**src/rtl/ddc_pkg.sv**
```systemverilog
package ddc_pkg;
  localparam int unsigned DIGIT_W   = 4;
  localparam int unsigned DIGIT_MAX = 9;
  typedef logic [DIGIT_W-1:0] digit_t;

  function automatic digit_t next_digit(input digit_t d);
    if (d >= digit_t'(DIGIT_MAX)) return '0;
    return d + digit_t'(1);
  endfunction
endpackage

```
**src/rtl/ddc_sync.sv**
```systemverilog
module ddc_sync #(
  parameter int unsigned STAGES = 2,
  parameter int unsigned WIDTH  = 2
) (
  input  logic             clk,
  input  logic [WIDTH-1:0] din,
  output logic [WIDTH-1:0] dout
);
  logic [WIDTH-1:0] pipe [STAGES];

  always_ff @(posedge clk) begin
    pipe[0] <= din;
    for (int i = 1; i < int'(STAGES); i++) pipe[i] <= pipe[i-1];
  end

  assign dout = pipe[STAGES-1];
endmodule

```
**src/rtl/ddc_rst_sync.sv**
```systemverilog
module ddc_rst_sync #(
  parameter int unsigned STAGES = 2
) (
  input  logic clk,
  input  logic clear,
  output logic hold
);
  logic [STAGES-1:0] chain;

  always_ff @(posedge clk or posedge clear) begin
    if (clear) chain <= '1;
    else       chain <= {chain[STAGES-2:0], 1'b0};
  end

  assign hold = chain[STAGES-1];
endmodule

```
**src/rtl/ddc_edge_qual.sv**
```systemverilog
module ddc_edge_qual (
  input  logic clk,
  input  logic hold,
  input  logic up_s,
  input  logic dn_s,
  output logic adv
);
  logic up_p, dn_p;
  logic up_rise_ok, dn_fall_ok;

  // history follows the samples even in hold, so release shows no edge
  always_ff @(posedge clk) begin
    up_p <= up_s;
    dn_p <= dn_s;
  end

  assign up_rise_ok = up_s & ~up_p & dn_p;
  assign dn_fall_ok = dn_p & ~dn_s & ~up_p;
  assign adv        = ~hold & (up_rise_ok | dn_fall_ok);


  upfall_no_adv_chk: assert property (@(posedge clk) disable iff (hold)
    (up_p & ~up_s) && !(dn_p & ~dn_s & ~up_p) |-> !adv);

  hold_no_adv_chk: assert property (@(posedge clk) hold |-> !adv);
endmodule

```
**src/rtl/ddc_digit.sv**
```systemverilog
module ddc_digit
  import ddc_pkg::*;
(
  input  logic   clk,
  input  logic   hold,
  input  logic   adv,
  output digit_t count
);
  always_ff @(posedge clk or posedge hold) begin
    if (hold)     count <= '0;
    else if (adv) count <= next_digit(count);
  end


  digit_legal_chk: assert property (@(posedge clk) disable iff (hold)
    count <= digit_t'(DIGIT_MAX));

  step_value_chk: assert property (@(posedge clk) disable iff (hold)
    adv |=> count == next_digit($past(count)));

  idle_stable_chk: assert property (@(posedge clk) disable iff (hold)
    !adv |=> $stable(count));
endmodule

```
**src/rtl/ddc_channel.sv**
```systemverilog
module ddc_channel
  import ddc_pkg::*;
#(
  parameter int unsigned SYNC_STAGES = 2,
  parameter int unsigned RST_STAGES  = 2
) (
  input  logic   clk,
  input  logic   clear,
  input  logic   up_edge,
  input  logic   dn_edge,
  output digit_t digit
);
  logic       hold, adv;
  logic [1:0] req_s;

  ddc_rst_sync #(.STAGES(RST_STAGES)) u_rst (
    .clk(clk), .clear(clear), .hold(hold));

  ddc_sync #(.STAGES(SYNC_STAGES), .WIDTH(2)) u_sync (
    .clk(clk), .din({dn_edge, up_edge}), .dout(req_s));

  ddc_edge_qual u_qual (
    .clk(clk), .hold(hold), .up_s(req_s[0]), .dn_s(req_s[1]), .adv(adv));

  ddc_digit u_digit (
    .clk(clk), .hold(hold), .adv(adv), .count(digit));


  clear_zero_chk: assert property (@(posedge clk) clear |-> digit == '0);
endmodule

```
**src/rtl/dual_decade_counter.sv**
```systemverilog
module dual_decade_counter
  import ddc_pkg::*;
#(
  parameter int unsigned SYNC_STAGES = 2,
  parameter int unsigned RST_STAGES  = 2
) (
  input  logic               clk,
  input  logic               a_clear,
  input  logic               a_up_edge,
  input  logic               a_dn_edge,
  output logic [DIGIT_W-1:0] a_digit,
  input  logic               b_clear,
  input  logic               b_up_edge,
  input  logic               b_dn_edge,
  output logic [DIGIT_W-1:0] b_digit
);
  localparam int unsigned NCH = 2;

  logic   ch_clear [NCH];
  logic   ch_up    [NCH];
  logic   ch_dn    [NCH];
  digit_t ch_digit [NCH];

  assign ch_clear[0] = a_clear;
  assign ch_up[0]    = a_up_edge;
  assign ch_dn[0]    = a_dn_edge;
  assign ch_clear[1] = b_clear;
  assign ch_up[1]    = b_up_edge;
  assign ch_dn[1]    = b_dn_edge;

  // channels share nothing but clk
  for (genvar g = 0; g < int'(NCH); g++) begin : g_ch
    ddc_channel #(.SYNC_STAGES(SYNC_STAGES), .RST_STAGES(RST_STAGES)) u_ch (
      .clk(clk), .clear(ch_clear[g]), .up_edge(ch_up[g]),
      .dn_edge(ch_dn[g]), .digit(ch_digit[g]));
  end

  assign a_digit = ch_digit[0];
  assign b_digit = ch_digit[1];
endmodule

```
**config.mk**
```make
export PLATFORM = sky130hd
export DESIGN_NAME = dual_decade_counter
export DESIGN_NICKNAME = d
export VERILOG_FILES = /design/src/rtl/ddc_pkg.sv /design/src/rtl/ddc_sync.sv /design/src/rtl/ddc_rst_sync.sv /design/src/rtl/ddc_edge_qual.sv /design/src/rtl/ddc_digit.sv /design/src/rtl/ddc_channel.sv /design/src/rtl/dual_decade_counter.sv
export SDC_FILE = /design/constraint.sdc
export NUM_CORES = 1
export LEC_CHECK = 0
export BUFFER_PORTS_ARGS = -buffer_cell sky130_fd_sc_hd__buf_2
export CORE_ASPECT_RATIO = 1.2
export CORE_MARGIN = 2
export CORE_UTILIZATION = 47
export CTS_BUF_LIST = sky130_fd_sc_hd__clkbuf_4 sky130_fd_sc_hd__clkbuf_8 sky130_fd_sc_hd__clkbuf_16
export CTS_CLUSTER_SIZE = 10
export DETAILED_ROUTE_END_ITERATION = 7
export GPL_TIMING_DRIVEN = 0
export HOLD_SLACK_MARGIN = 0.08
export PLACE_DENSITY = 0.71
export SLEW_MARGIN = 0
export SYNTH_ARGS = -nofsm -noshare
export SYNTH_HDL_FRONTEND = slang
export SYNTH_SLANG_ARGS = --single-unit
```
**constraint.sdc**
```tcl
create_clock -name clk -period 0.8 [get_ports clk]
set_input_delay 0.04 -clock clk [delete_from_list [all_inputs] [get_ports clk]]
set_output_delay 0.04 -clock clk [all_outputs]
set_load 0.005 [all_outputs]
```
; ---- Word-level counts from Yosys, hierarchy flattened
; Memories as Yosys holds them, arrays and structs flattened.
; Cells that the tools add are included.
[totals]
register_bits = 16
ram_bits = 8
input_bits = 7
out_inout_bits = 8
word_cells = 40
memories = 2
[classes]
addsub = 2
n_lt_le_gt_ge = 2
n_mux = 8
bitwise_logic = 18
[mem_list]
columns = name, depth, word_bits, rd, rd_clocked_by_memory_dff, write_ports, line
row1 = g_ch[0].u_ch.u_sync.pipe, 2, 2, 2, 0, 2, ddc_sync.sv:9  ; logic [WIDTH-1:0] pipe [STAGES];
row2 = g_ch[1].u_ch.u_sync.pipe, 2, 2, 2, 0, 2, ddc_sync.sv:9
[op_table]
columns = operator, n
row1 = $mux W4, 4
row2 = $and A1 B1 Y1, 10
row3 = $add A4 B1 Y4 const B, 2
row4 = $ge A4 B4 Y1 const B, 2
row5 = $not A1 Y1, 6
row6 = $mux W1, 4
row7 = $or A1 B1 Y1, 2

; ---- Logic depth before layout (Yosys ltp)
[logic_depth]
depth_word = 7
mapped_depth = 5
ltp_nobuf = 5

; ---- By module
; Synthesis repeated with hierarchy kept, for this count alone.
[unflattened]
cells_unflattened = 80
hier_area_um2 = 960.9
[modules_own_cells]
columns = module, n_inst, cells_per_inst, area_each_um2
row1 = ddc_digit, 2, 26, 256.5
row2 = ddc_sync, 2, 6, 95.1
row3 = ddc_edge_qual, 2, 4, 68.8
row4 = ddc_rst_sync, 2, 4, 60.1

; ---- Least setup slack after synthesis
; No wires, ideal clock.
[synth_path]
path_kind = register to register
start = reg g_ch[0].u_ch.u_digit.count[0]
end = reg g_ch[0].u_ch.u_digit.count[1]
arrival_ns = 1.083
required_time_ns = 0.667
slack_ns = -0.416
stages_incl_launch_ff = 6
n_path_buf = 0
period_less_slack_ns = 1.216
path_cell_list = dfrtp_1 -> inv_1 -> ha_1 -> nor3b_2 -> o211ai_1 -> o22ai_1
[synth_via]
elab_chain_cells = 4
elab_cells_between_ends = 5
cone_classes = add/sub: 1 / order compare: 1 / mux: 3
[synth_lines]
columns = item, line
row1 = "start, declared", ddc_digit.sv:7  ; output digit_t count
row2 = "start signal, assigned", ddc_digit.sv:11  ; else if (adv) count <= next_digit(count);
row3 = $ge A4 B4 Y1, ddc_pkg.sv:7  ; if (d >= digit_t'(DIGIT_MAX)) return '0;
row4 = $mux W1, ddc_pkg.sv:7
row5 = $mux W1, ddc_digit.sv:11
row6 = $mux W4 *, ddc_pkg.sv:8  ; return d + digit_t'(1);
; Every way passes the cells marked *; elsewhere a longest branch is shown, timed or not. The select of a mux whose other input is x is not followed.
; A chain may end at the register's enable or synchronous reset.

; ---- Worst setup path in the final report
[layout_path]
start = reg g_ch[1].u_ch.u_digit.count[0]
end = reg g_ch[1].u_ch.u_digit.count[1]
[layout_via]
elab_chain_cells = 4
elab_cells_between_ends = 5
cone_classes = add/sub: 1 / order compare: 1 / mux: 3
[layout_lines]
columns = item, line
row1 = "start, declared", ddc_digit.sv:7
row2 = "start signal, assigned", ddc_digit.sv:11
row3 = $ge A4 B4 Y1, ddc_pkg.sv:7
row4 = $mux W1, ddc_pkg.sv:7
row5 = $mux W1, ddc_digit.sv:11
row6 = $mux W4 *, ddc_pkg.sv:8
; Marks and branches as above.

==> reports/results.ini <==
[status]
status = complete, but fails checks
violations = negative setup slack

[global_routing]
met3_usage_pct = 3.103
grt_first_pass_wirelength_mm = 2.387
antenna_found_initial = 0
grt_pass1_vias = 608
grt_usage_pct = 14.10
grt_max_degree = 14
grtUsageMet1_pct = 15.87
grt_overflow = 0
grt_busiest_layer = met2
grtUsageMet2_pct = 23.91

[synth]
synth-async-reset-ratio_pct = 50.00
yosys.area.top_type = dfxtp_1
ys_warn_count = 0
synthTopCellsByArea = dfxtp_1, dfrtp_1, dfstp_2
synth_area_per_cell_sq_um = 12.04
synth-seq-area-share_pct = 58.84
synth-edff-count = 0
yosysTopAreaCellShare_pct = 25.91
ys.flop_type = dfxtp_1
synth-seq-cells = 24
yosysUniqueCellTypes = 19
synthCells = 77
syn_area_sq_um = 927.1

[worst_setup_path]
rrSetupSlack_ps = -510
start_kind = flop
cp_max_fo = 5
crit_buf_inv = 1
cp_top_family = flip-flops
path_cells = inv_2 -> ha_4 -> nor3b_4 -> o211ai_1 -> o22ai_1
timing_worst_setup_path_type = flop to flop
worstPathArrival_ps = 1510
max_stage_delay_ps = 450
end_kind = flop
slowest_stage = dfrtp_2
required_ps = 1000

[placed_design]
gp_congestion = 0.7244
place_hpwl_mm = 1.007
io_buffer_count = 14

[sta]
setup_tns_ps = -4868
final.min_clock_period_ps = 1309
rsz0062_at_grt = yes
setup_viol = 16
fin_skew_ps = 13.80
max_freq_ghz = 0.7637
worst_slack_ps = -509.5
report.final.hold_viol_count = 0
post-route-period-util_pct = 163.7
slew_viol_final = 0
whs_ps = 153.1

[clock_network]
clk_transition_reported_paths_ps = 130
clock_latency_ps = 310
cts_htree_levels = 1
clockBufferDepth = 2
cts-root-buf = clkbuf_4
cts_sinks = 24
cts_made_buffers = 3
cts_tree = yes

[floorplanning]
core-area_sq_um = 1851
die_x_um = 44.55
ios = 15
die_h_um = 52.66
start_util_pct = 50.10
dieArea_sq_um = 2346
rows = 17

[drt]
wl_per_cell_um = 11.52
vias_per_cell = 5.000
drt.antenna.violating_nets = 0
drc = 0
wl_mm = 1.497
detail_route.first_pass.iterations = 3
vias = 650
drtIter0Drc = 4

[run]
cap_violations = 0

[finish]
syn_to_final_growth_pct = 39.54
antennaDiodeCount = 0
multi_input_area_sq_um = 400.4
fin_nets = 125
drive_above_1_share_pct = 45.95
seqCellArea_sq_um = 550.5
final.fill_count = 132

[min_path]
hold_class = flop to async pin

[power_and_ir_drop]
ir_drop_v = 0.002116
p_leak_uw = 0.0005979
power_density_nw_per_um2 = 2775
power_uw = 3590

==> cells in the mapped netlist, types with 4 or more instances <==
cell      number
a31oi_1        4
dfrtp_1        8
ha_1           6
inv_1         14
dfxtp_1       12
dfstp_2        4
o211ai_1       4
nor3b_1        4
==> through the flow <==
| step | cell area (sq um) | std cells | util, % | setup slack [ps] |
|---|---|---|---|---|
| floorplan | 996.0 | 78 | - | -374.6 |
| global placement | 1090 | 111 | 58.89 | -433.5 |
| detailed placement | 1090 | 111 | 58.89 | -450.4 |
| CTS | 1226 | 124 | 66.26 | -456.0 |
| global route | 1294 | 130 | 69.91 | -564.6 |
| finish | 1294 | 130 | 69.91 | -509.5 |
==> flip-flops by register name, indices dropped and copies added (netlist names) <==
name                     count
g_ch.u_ch.u_digit.count      8
g_ch.u_ch.u_qual.up_p        2
g_ch.u_ch.u_qual.dn_p        2
g_ch.u_ch.u_rst.chain        4
g_ch.u_ch.u_sync.pipe        8
==> kinds of logic (layout without fill, tap and decap cells) <==
group                      count (synthesis)  after routing  synth area share (%)
muxes                                      2              2                 2.159
other                                      1              2                0.4045
buffers and inverters                     14             47                 5.668
AOI/OAI and AO/OA                         12             12                 8.367
adders and majority gates                  6              6                 8.097
and+or+nand+nor                           18             18                 16.46
DFF                                       24             24                 58.84
==> cell type report <==
type	count	share of cell area [%]
repair buffers	29	17.79
clock buffers	4	2.805
well taps	19	1.838
multi-input cells	40	30.95
flip-flops and latches	24	42.55
inverters	14	4.062
==> layer usage <==
layer	vias to the layer above	wire [um]
met5	-	0
met4	0	17
li1	327	-
met1	312	660
met2	9	783
met3	2	36
==> layout by cell type (no fill, tap or decap) <==
cell type and instances:
nor3b_4 4, ha_2 2, dfstp_2 4, conb_1 2
buf_4 7, o211ai_1 4, dlygate4sd3_1 6, clkbuf_4 3
ha_4 4, a21oi_1 2, inv_2 4, o22ai_1 2
clkbuf_8 1, buf_6 6, nor2_1 2, mux2i_1 2
nand4_1 2, nor3b_1 4, and2_2 2, nand2b_1 2
inv_1 10, buf_2 10, dfxtp_1 12, dfrtp_2 4
dfrtp_1 4, and3_1 2, a31oi_1 4
==> worst paths after layout <==
kind                                                start                            end  depth (start not counted)
max                         g_ch[1].u_ch.u_digit.count[0]  g_ch[1].u_ch.u_digit.count[1]                          5
min                           g_ch[0].u_ch.u_rst.chain[1]  g_ch[0].u_ch.u_digit.count[0]                          1
max reg2reg                 g_ch[1].u_ch.u_digit.count[0]  g_ch[1].u_ch.u_digit.count[1]                          5
min reg2reg                   g_ch[0].u_ch.u_rst.chain[1]  g_ch[0].u_ch.u_digit.count[0]                          1
max in group asynchronous     g_ch[0].u_ch.u_rst.chain[1]  g_ch[0].u_ch.u_digit.count[2]                          1
min in group clk           g_ch[1].u_ch.u_sync.pipe[0][2]       g_ch[1].u_ch.u_qual.up_p                          0
==> where the power goes <==
group | internal [uW] | total, uW | switching [uW]
registers | 1410 | 1650 | 235
logic | 797 | 1330 | 537
clock network | 278 | 610 | 332
total | 2490 | 3590 | 1100
==> repair_timing <==
action,4_1_cts,5_1_grt
endpoints found under the setup margin,16,16
buffers inserted,3,6
endpoints found under the hold margin,8,0
hold buffers,6,0
pin swaps,7,4
resized for setup,6,4
gates cloned,0,0
(Power assumes the default switching activity.)
